**src/rtl/uart_irq_pkg.sv**
```systemverilog
// Package: shared constants and helpers for the UART interrupt aggregator.
// Assumes exactly two channels; bit layout of status/mask is fixed by the
// software-visible encoding.
package uart_irq_pkg;
    localparam int REG_W = 8;
    localparam int N_CH  = 2;
    localparam int CH_STRIDE = 4;

    // Positions of the per-channel flags inside the per-channel status byte.
    localparam int STAT_RX_POS = 0;
    localparam int STAT_TX_POS = 2;

    // Host write target selector.
    typedef enum logic {
        SEL_STATUS = 1'b0,
        SEL_MASK   = 1'b1
    } reg_sel_e;

    // Transmit-ready bit of channel ch in status/mask.
    function automatic int tx_pos(input int ch);
        return ch * CH_STRIDE;
    endfunction

    // Receive-ready bit of channel ch in status/mask.
    function automatic int rx_pos(input int ch);
        return ch * CH_STRIDE + 1;
    endfunction

    // Mask of all implemented status/mask bits.
    function automatic logic [REG_W-1:0] valid_bits();
        logic [REG_W-1:0] v;
        v = '0;
        for (int c = 0; c < N_CH; c++) begin
            v[tx_pos(c)] = 1'b1;
            v[rx_pos(c)] = 1'b1;
        end
        return v;
    endfunction

    // Mask of the transmit-ready bits only.
    function automatic logic [REG_W-1:0] tx_bits();
        logic [REG_W-1:0] v;
        v = '0;
        for (int c = 0; c < N_CH; c++) v[tx_pos(c)] = 1'b1;
        return v;
    endfunction
endpackage

```
**src/rtl/uart_irq_tick_seq.sv**
```systemverilog
// Tick sequencer: counts timer ticks and produces a one-cycle fire strobe
// on every PERIOD-th tick, wrapping its count to zero at that moment.
// Assumes tick is a single-cycle pulse sampled on clk; PERIOD >= 2.
module uart_irq_tick_seq #(
    parameter int PERIOD = 2
) (
    input  logic clk,
    input  logic rst_n,
    input  logic tick,
    output logic fire
);
    localparam int CW = (PERIOD > 2) ? $clog2(PERIOD) : 1;
    localparam logic [CW-1:0] LAST = CW'(PERIOD - 1);

    logic [CW-1:0] cnt_q;

    // Fire on the tick that completes a period.
    always_comb fire = tick && (cnt_q == LAST);

    // Advance the count on each tick, wrapping on fire.
    always_ff @(posedge clk) begin
        if (!rst_n)        cnt_q <= '0;
        else if (fire)     cnt_q <= '0;
        else if (tick)     cnt_q <= cnt_q + 1'b1;
    end


    cnt_in_range_chk: assert property (@(posedge clk) disable iff (!rst_n)
        cnt_q <= LAST);

    cnt_idle_hold_chk: assert property (@(posedge clk) disable iff (!rst_n)
        !tick |=> $stable(cnt_q));
endmodule

```
**src/rtl/uart_irq_regs.sv**
```systemverilog
// Status and mask register pair. Receive events and the tick fire strobe
// set status bits (subject to the mask held before this edge); host writes
// either clear status bits (write-one-to-clear) or load the mask. A set
// beats a clear of the same bit. Unimplemented bits are held at zero.
module uart_irq_regs
    import uart_irq_pkg::*;
(
    input  logic             clk,
    input  logic             rst_n,
    input  logic [N_CH-1:0]  rx_evt,
    input  logic             tx_fire,
    input  logic             wr_en,
    input  logic             wr_sel,
    input  logic [REG_W-1:0] wr_data,
    output logic [REG_W-1:0] isr_q,
    output logic [REG_W-1:0] imr_q
);
    localparam logic [REG_W-1:0] VALID = valid_bits();
    localparam logic [REG_W-1:0] TXM   = tx_bits();

    logic [REG_W-1:0] rx_set;
    logic [REG_W-1:0] tx_set;
    logic [REG_W-1:0] clr_vec;
    logic             wr_status;
    logic             wr_mask;

    // Decode the host write target.
    always_comb begin
        wr_status = wr_en && (reg_sel_e'(wr_sel) == SEL_STATUS);
        wr_mask   = wr_en && (reg_sel_e'(wr_sel) == SEL_MASK);
        clr_vec   = wr_status ? wr_data : '0;
    end

    // Per-channel receive set terms, gated by the current mask.
    for (genvar c = 0; c < N_CH; c++) begin : g_rx
        always_comb begin
            rx_set[tx_pos(c)]            = 1'b0;
            rx_set[rx_pos(c)]            = rx_evt[c] && imr_q[rx_pos(c)];
            rx_set[tx_pos(c)+2]          = 1'b0;
            rx_set[tx_pos(c)+3]          = 1'b0;
        end
    end

    // Synthesised transmit-ready set: all TX bits together when any TX is enabled.
    always_comb tx_set = (tx_fire && |(imr_q & TXM)) ? TXM : '0;

    // Status register: clear written ones, then apply sets (set wins).
    always_ff @(posedge clk) begin
        if (!rst_n) isr_q <= '0;
        else        isr_q <= ((isr_q & ~clr_vec) | rx_set | tx_set) & VALID;
    end

    // Mask register: load on a mask write.
    always_ff @(posedge clk) begin
        if (!rst_n)       imr_q <= '0;
        else if (wr_mask) imr_q <= wr_data & VALID;
    end


    rx_a_masked_chk: assert property (@(posedge clk) disable iff (!rst_n)
        (!isr_q[rx_pos(0)] && !imr_q[rx_pos(0)]) |=> !isr_q[rx_pos(0)]);

    rx_b_set_wins_chk: assert property (@(posedge clk) disable iff (!rst_n)
        (rx_evt[1] && imr_q[rx_pos(1)]) |=> isr_q[rx_pos(1)]);

    tx_pair_rise_chk: assert property (@(posedge clk) disable iff (!rst_n)
        $rose(isr_q[tx_pos(0)]) |-> isr_q[tx_pos(1)]);

    mask_load_chk: assert property (@(posedge clk) disable iff (!rst_n)
        wr_mask |=> (imr_q == ($past(wr_data) & VALID)));

    reserved_zero_chk: assert property (@(posedge clk) disable iff (!rst_n)
        ((isr_q | imr_q) & ~VALID) == '0);
endmodule

```
**src/rtl/uart_irq_chan_view.sv**
```systemverilog
// Per-channel status view: maps one channel's receive-ready and
// transmit-ready status bits onto that channel's status byte.
// Assumes CH < N_CH; purely combinational.
module uart_irq_chan_view
    import uart_irq_pkg::*;
#(
    parameter int CH = 0
) (
    input  logic [REG_W-1:0] isr_q,
    output logic [REG_W-1:0] stat
);
    // Place the two flags at their fixed byte positions.
    always_comb begin
        stat              = '0;
        stat[STAT_RX_POS] = isr_q[rx_pos(CH)];
        stat[STAT_TX_POS] = isr_q[tx_pos(CH)];
    end
endmodule

```
**src/rtl/uart_irq_agg.sv**
```systemverilog
// Top: two-channel UART interrupt aggregator. Combines the tick sequencer,
// the status/mask registers and the per-channel views; drives one level
// interrupt request. Assumes all inputs synchronous to clk.
module uart_irq_agg
    import uart_irq_pkg::*;
#(
    parameter int TICK_PERIOD = 2
) (
    input  logic                  clk,
    input  logic                  rst_n,
    input  logic [N_CH-1:0]       rx_evt,
    input  logic                  tick,
    input  logic                  wr_en,
    input  logic                  wr_sel,
    input  logic [REG_W-1:0]      wr_data,
    output logic [REG_W-1:0]      isr,
    output logic [REG_W-1:0]      imr,
    output logic [N_CH*REG_W-1:0] chan_stat,
    output logic                  irq
);
    logic fire;

    uart_irq_tick_seq #(.PERIOD(TICK_PERIOD)) u_seq (
        .clk   (clk),
        .rst_n (rst_n),
        .tick  (tick),
        .fire  (fire)
    );

    uart_irq_regs u_regs (
        .clk     (clk),
        .rst_n   (rst_n),
        .rx_evt  (rx_evt),
        .tx_fire (fire),
        .wr_en   (wr_en),
        .wr_sel  (wr_sel),
        .wr_data (wr_data),
        .isr_q   (isr),
        .imr_q   (imr)
    );

    for (genvar c = 0; c < N_CH; c++) begin : g_view
        uart_irq_chan_view #(.CH(c)) u_view (
            .isr_q (isr),
            .stat  (chan_stat[c*REG_W +: REG_W])
        );
    end

    // Combined request: any pending status bit under an enabled mask bit.
    always_comb irq = |(isr & imr);


    irq_masked_off_chk: assert property (@(posedge clk) disable iff (!rst_n)
        (imr == '0) |-> !irq);

    rx_a_raises_irq_chk: assert property (@(posedge clk) disable iff (!rst_n)
        (rx_evt[0] && imr[rx_pos(0)] && !wr_en) |=> irq);
endmodule

```
**config.mk**
```make
export PLATFORM = sky130hd
export DESIGN_NAME = uart_irq_agg
export DESIGN_NICKNAME = d
export VERILOG_FILES = /design/src/rtl/uart_irq_pkg.sv /design/src/rtl/uart_irq_tick_seq.sv /design/src/rtl/uart_irq_regs.sv /design/src/rtl/uart_irq_chan_view.sv /design/src/rtl/uart_irq_agg.sv
export SDC_FILE = /design/constraint.sdc
export NUM_CORES = 1
export LEC_CHECK = 0
export ABC_CLOCK_PERIOD_IN_PS = 900
export CAP_MARGIN = 15
export CORE_MARGIN = 5
export CORE_UTILIZATION = 25
export CTS_BUF_LIST = sky130_fd_sc_hd__clkbuf_2 sky130_fd_sc_hd__clkbuf_4 sky130_fd_sc_hd__clkbuf_8
export CTS_CLUSTER_SIZE = 24
export DETAILED_ROUTE_END_ITERATION = 16
export GPL_ROUTABILITY_DRIVEN = 0
export GPL_TIMING_DRIVEN = 1
export PLACE_DENSITY = 0.75
export SYNTH_ARGS = -nofsm -noshare
export SYNTH_HDL_FRONTEND = slang
export SYNTH_HIERARCHICAL = 1
export SYNTH_SLANG_ARGS = --single-unit
export TNS_END_PERCENT = 10
```
**constraint.sdc**
```tcl
create_clock -name clk -period 0.9 [get_ports clk]
set_input_delay 0.225 -clock clk [delete_from_list [all_inputs] [get_ports clk]]
set_output_delay 0.225 -clock clk [all_outputs]
set_load 0.01 [all_outputs]
```
==> summary.md, run 1 <==
| Metric | Value |
|---|---|
| Compound-Gate Fraction of Synth Area | 0.1532 |
| WHS Path Cells | 3 |
| Gr ovfl total | 0 |
| Post-Syn Instances | 71 |
| Crit-path max FO | 2 |
| Max-Cap Viols | 0 |
| Post-Synth XOR/XNOR Area | 0.01449 |
| Initial DRC count | 3 |
| Avg Inst Size Synth | 8.512 um^2 |
| Drt drc | 0 |
| Post-Place Cells | 123 |
| Synth area leaders | dfxtp_1, buf_4, nand3_1 |
| CP Launch Type | flop |
| Overall Power | 1.026 mW |
| Pwr Density | 1131 nW/um^2 |
| Flop-to-flop setup slack | 40 ps |
| Yosys top cell area share | 0.2981 |
| R2r endpoint | u_regs/isr_q[4] |
| Root buffer cell | clkbuf_4 |
| Proportion of layout cells with a drive suffix above 1 | 0.4200 |
| Mapped Area | 604.3 um^2 |
| Total GRT Usage | 0.08531 |
| Cts bufs inserted | 3 |
| Place WS | -474.8 ps |
| Drt via density | 4.031 |
| Setup crit end kind | output pin |
| Bufs and invs on worst path | 1 |
| Lkg Pwr | 0.4149 nW |
| Met3 Wirelength | 162 um |
| Worst path max stage delay | 320 ps |
| DRT Wirelength | 1.454 mm |
| RSZ-0062 raised after global routing | yes |
| Worst hold path type | in -> reg |
| Synth Register Bits | 9 |
| Most frequent cells in the layout | conb_1, buf_6, dfxtp_2 |
| Via count | 516 |
| Area post-placement | 818.3 um^2 |
| Met2 WL | 727 um |
| Crit path DAT | 1010 ps |
| Final period util | 1.376 |
| Crit path required time | 670 ps |
| Maximum root-to-sink buffer count | 2 |
| Largest net degree at the start of global routing | 11 |
| Diodes inserted | 0 |
| Routed WL per cell | 11.36 um |
| Initial antenna violation count | 0 |
| Clk sinks | 9 |
| Post-Layout Cell Count | 128 |
| Fin crit period | 1238 ps |
| P&R area growth vs syn | 50.10% |
| Core Area | 2255 um^2 |
| Reg clk slew, reported paths | 60 ps |
| Row cnt | 17 |
| Die Ht | 59.17 um |
| Hold path startpoint | tick |
| Final setup TNS | -2271 ps |
| TritonRoute pass-1 iters | 3 |
| Reg2Reg Depth | 3 |
| Worst skew pair latency | 260 ps |
| Synth cell types | 17 |
| Antenna viol nets, final | 0 |
| I/O Pins | 48 |
| CP Cell Sequence | a22oi_2, nand4_1, buf_2 |
| Seq/Total Area, Yosys | 0.2981 |
| Final worst-path setup slack | -338.2 ps |
| Critical path's slowest cell | dfxtp_2 |
| Layout Skew | 4.072 ps |
| Post-Synth Adder-Cell Area | 0 |
| Final Hold Fails | 0 |
| Setup Crit Path Kind | reg -> out |
| Global-route wire length before repair | 2.235 mm |
| DR top layer | met3 |
| Nets | 116 |
| Synth area leader | dfxtp_1 |
| Largest family of logic cells by synthesized area | buffers and inverters |
| Final instance area | 907.1 um^2 |
| Starting Density | 0.2680 |
| Hold Path Sink | u_seq/cnt_q |
| Cell family with most CP delay | flip-flops |
| CTS H-Tree Depth | 1 |
| Fin. max-slew vios | 0 |
| Vias in the first global route | 510 |
| Worst flop-to-flop path startpoint | u_regs/imr_q[4] |
| DRT met1 WL | 564 um |
| PortBufs | 23 |
| Die width | 59.17 um |
| Failing checks | setup timing |
| CTS tree | built |
| Worst vdd ir | 0.5915 mV |
| Mux cell area share after synthesis | 0 |
| Die Area | 3501 um^2 |
| Post-Synth Simple-Gate Area | 0.2091 |
| Yosys warns | 6 |
| Final setup vio count | 13 |
| Detailed Place HPWL | 1.194 mm |
| Fmax | 807.6 MHz |
| Outcome | finished with violations |
==> kinds of logic after synthesis <==
logic type,after synthesis
compound gates,11
other cells,3
buf+inv,25
simple gates,22
xor+xnor,1
flops,9
==> synthesized netlist by cell type <==
master    number
dfxtp_1        9
buf_2          1
xor2_1         1
nand2_1        6
conb_1         3
a21boi_1       4
o211ai_1       1
nand3b_1       4
a22oi_1        4
nand4_1        1
a22oi_2        2
nor2b_2        2
and2_1         1
nand2_2        1
buf_4         24
nand3_1        6
and2_2         1
==> layout make-up <==
type	count	area (um^2)
fillers	252	1348
multi-input cells	54	307.8
well taps	28	35.03
clock buffers	4	30.03
flip-flops and latches	9	190.2
repair buffers	33	344.1
==> worst max path at each step <==
| stage | startpoint | end | slack (ps) | cells after the start |
|---|---|---|---|---|
| 2_1_floorplan | u_regs/imr_q[0] | irq | 10 | 2 |
| 3_3_place_gp | u_regs/isr_q[0] | irq | -440 | 3 |
| 3_5_place_dp | u_regs/isr_q[0] | irq | -470 | 3 |
| 4_1_cts | u_regs/imr_q[0] | irq | -380 | 3 |
| 5_1_grt | u_regs/isr_q[0] | irq | -430 | 3 |
| 6_report | u_regs/isr_q[0] | irq | -340 | 3 |
==> state kept, by name (all words and copies together) (netlist names) <==
register	count
u_regs/imr_q	4
u_regs/isr_q	4
u_seq/cnt_q	1
==> tightest hold or removal path, delay by kind of cell <==
family	cells	cell delay (ps)
xor+xnor	1	70
simple gates	1	140
buf+inv	1	110
==> what timing repair did <==
| action | in CTS | in global routing |
|---|---|---|
| hold buffers | 0 | 0 |
| pin swaps | 2 | 2 |
| resized for setup | 81 | 2 |
| setup endpoints to repair | 21 | 15 |
| gates cloned | 0 | 0 |
| setup buffers | 0 | 1 |
==> through the flow <==
step | util | hold WS, ps
6_report | 0.4023 | 335.7
5_1_grt | 0.4023 | 352.8
4_1_cts | 0.3962 | 476.1
3_5_place_dp | 0.3629 | 568.1
3_3_place_gp | 0.3629 | 553.2
2_1_floorplan | - | 346.7
==> power breakdown <==
group          internal (mW)  leakage [nW]  switching [mW]
Clock                  0.201        0.0184           0.141
Combinational          0.128         0.319           0.125
Sequential             0.419        0.0771          0.0125
==> per-layer routing <==
layer	vias to the layer above	global-route usage
li1	255	-
met4	0	0.05825
met2	27	0.1388
met5	-	0
met1	234	0.09432
met3	0	0.02614
Note: power is estimated with default switching activity, not from simulation.
==> run 2, diff against run 1 <==
CORE_MARGIN = not set   (was 5)
==> summary.md, run 2 (synthesized netlist as in run 1, its figures left out) <==
| Metric | Value |
|---|---|
| Total GRT Usage | 0.1155 |
| Fin. max-slew vios | 0 |
| CP Launch Type | flop |
| Fin crit period | 1262 ps |
| Final setup vio count | 17 |
| Crit path required time | 670 ps |
| Multi-input gate area | 312.8 um^2 |
| Layout Skew | 0.3637 ps |
| Starting Density | 0.2680 |
| Reg2Reg Depth | 4 |
| Commonest non-fill, non-tap cell in the layout | buf_6 |
| CTS H-Tree Depth | 1 |
| Drt via density | 4.054 |
| Worst skew pair latency | 260 ps |
| Worst hold path type | in -> reg |
| Post-Layout Cell Count | 130 |
| Crit-path max FO | 2 |
| Global-route wire length before repair | 2.118 mm |
| Post-Place Cells | 123 |
| I/O Pins | 48 |
| Largest net degree at the start of global routing | 11 |
| Register area | 190.2 um^2 |
| PortBufs | 23 |
| Max-Cap Viols | 0 |
| Fmax | 792.3 MHz |
| Outcome | finished with violations |
| Vias in the first global route | 478 |
| Cts bufs inserted | 3 |
| Biggest regs | u_regs/imr_q: 4 flops, u_regs/isr_q: 4 flops, u_seq/cnt_q: 1 flops |
| Reg clk slew, reported paths | 60 ps |
| Diodes inserted | 0 |
| Nets | 118 |
| Final Hold Fails | 0 |
| Die Area | 2618 um^2 |
| Maximum root-to-sink buffer count | 2 |
| Drt drc | 0 |
| P&R area growth vs syn | 54.24% |
| Worst vdd ir | 0.6029 mV |
| Crit path DAT | 1040 ps |
| Clk sinks | 9 |
| Total of fill cells in the finished design | 226 |
| Final period util | 1.402 |
| Root buffer cell | clkbuf_4 |
| Initial antenna violation count | 0 |
| Cts hold-fix bufs | 0 |
| CTS tree | built |
| Die Ht | 51.17 um |
| Via count | 527 |
| Worst path max stage delay | 320 ps |
| Final worst-path setup slack | -362.1 ps |
| Final Core Density | 0.4134 |
| Setup crit end kind | output pin |
| Detailed Place HPWL | 1.026 mm |
| Die width | 51.17 um |
| Failing checks | setup timing |
| Critical path's slowest cell | dfxtp_2 |
| TritonRoute pass-1 iters | 5 |
| Pwr Density | 1113 nW/um^2 |
| Core Area | 2255 um^2 |
| WHS Path Cells | 3 |
| Gr ovfl total | 0 |
| Antenna viol nets, final | 0 |
| Lkg Pwr | 0.4180 nW |
| DRT Wirelength | 1.346 mm |
| Routed WL per cell | 10.35 um |
| Proportion of layout cells with a drive suffix above 1 | 0.4412 |
| RSZ-0062 raised after global routing | yes |
| Row cnt | 17 |
| Setup Crit Path Kind | reg -> out |
| CP Cell Sequence | a22oi_2, nand4_1, buf_2 |
| Initial DRC count | 11 |
| Most frequent cells in the layout | buf_6, conb_1, dfxtp_2 |
| Flop-to-flop setup slack | -30 ps |
[run 2: cell types whose count changed in the layout (fill, tap and decap cells not counted)]
cell | previous run | this run
a22oi_1 | 3 | 2
a22oi_2 | 3 | 4
buf_6 | 20 | 22
clkdlybuf4s50_1 | 6 | 7
dlymetal6s2s_1 | 1 | 0
[run 2: final timing paths]
| check | start | end |
|---|---|---|
| setup reg to reg | u_regs/imr_q[0] | u_regs/isr_q[0] |
| hold / removal | tick | u_seq/cnt_q |
| setup / recovery | u_regs/isr_q[0] | irq |
| hold reg to reg | u_regs/isr_q[4] | u_regs/isr_q[4] |
[run 2: power breakdown]
| group | switching (mW) | total (mW) | internal (mW) |
|---|---|---|---|
| Sequential | 0.0141 | 0.433 | 0.419 |
| Combinational | 0.124 | 0.259 | 0.135 |
| Clock | 0.144 | 0.345 | 0.201 |
| Total | 0.282 | 1.04 | 0.756 |
[run 2: final cells by class]
cell class | count | area share
Timing Repair Buffer | 35 | 0.3906
Multi-Input combinational cell | 54 | 0.3356
Sequential cell | 9 | 0.2040
Tap cell | 28 | 0.03758
Clock buffer | 4 | 0.03221
[run 2: metrics by stage]
stage | TNS [ps] | cell area [um^2] | total power [mW] | hold WS (ps) | setup slack [ps]
detailed placement | -6793 | 818.3 | 0.6730 | 571.2 | -447.9
finish | -2457 | 932.1 | 1.037 | 437.8 | -362.1
CTS | -2259 | 909.6 | 1.035 | 432.2 | -351.3
global placement | -6603 | 818.3 | 0.6705 | 553.4 | -430.4
floorplan | 0 | 670.6 | 0.6163 | 346.7 | 10.79
global route | -3119 | 932.1 | 1.095 | 465.3 | -412.2
[run 2: per-layer routing]
layer  GRT usage  vias up  wire [um]
met1      0.1214      230        516
met2      0.2039       31        705
met3     0.02976        2         99
li1            -      264          -
met5           0        -          0
met4     0.06944        0         24
[run 2: worst max-delay path, delay by kind of cell (launching register included)]
kind	cells	cell delay, ps
AOI/OAI and AO/OA	1	200
buffers and inverters	1	150
DFF	1	320
and+or+nand+nor	1	100
[run 2: timing repair]
action,in CTS,in global routing
buffers inserted,1,2
setup endpoints to repair,21,21
pin swaps,2,5
gates resized for setup,83,2
==> run 3, diff against run 2 <==
CAP_MARGIN = 20   (was 15)
==> results of run 3 <==
Final layout, timing and power as in run 2 (identical DEF).
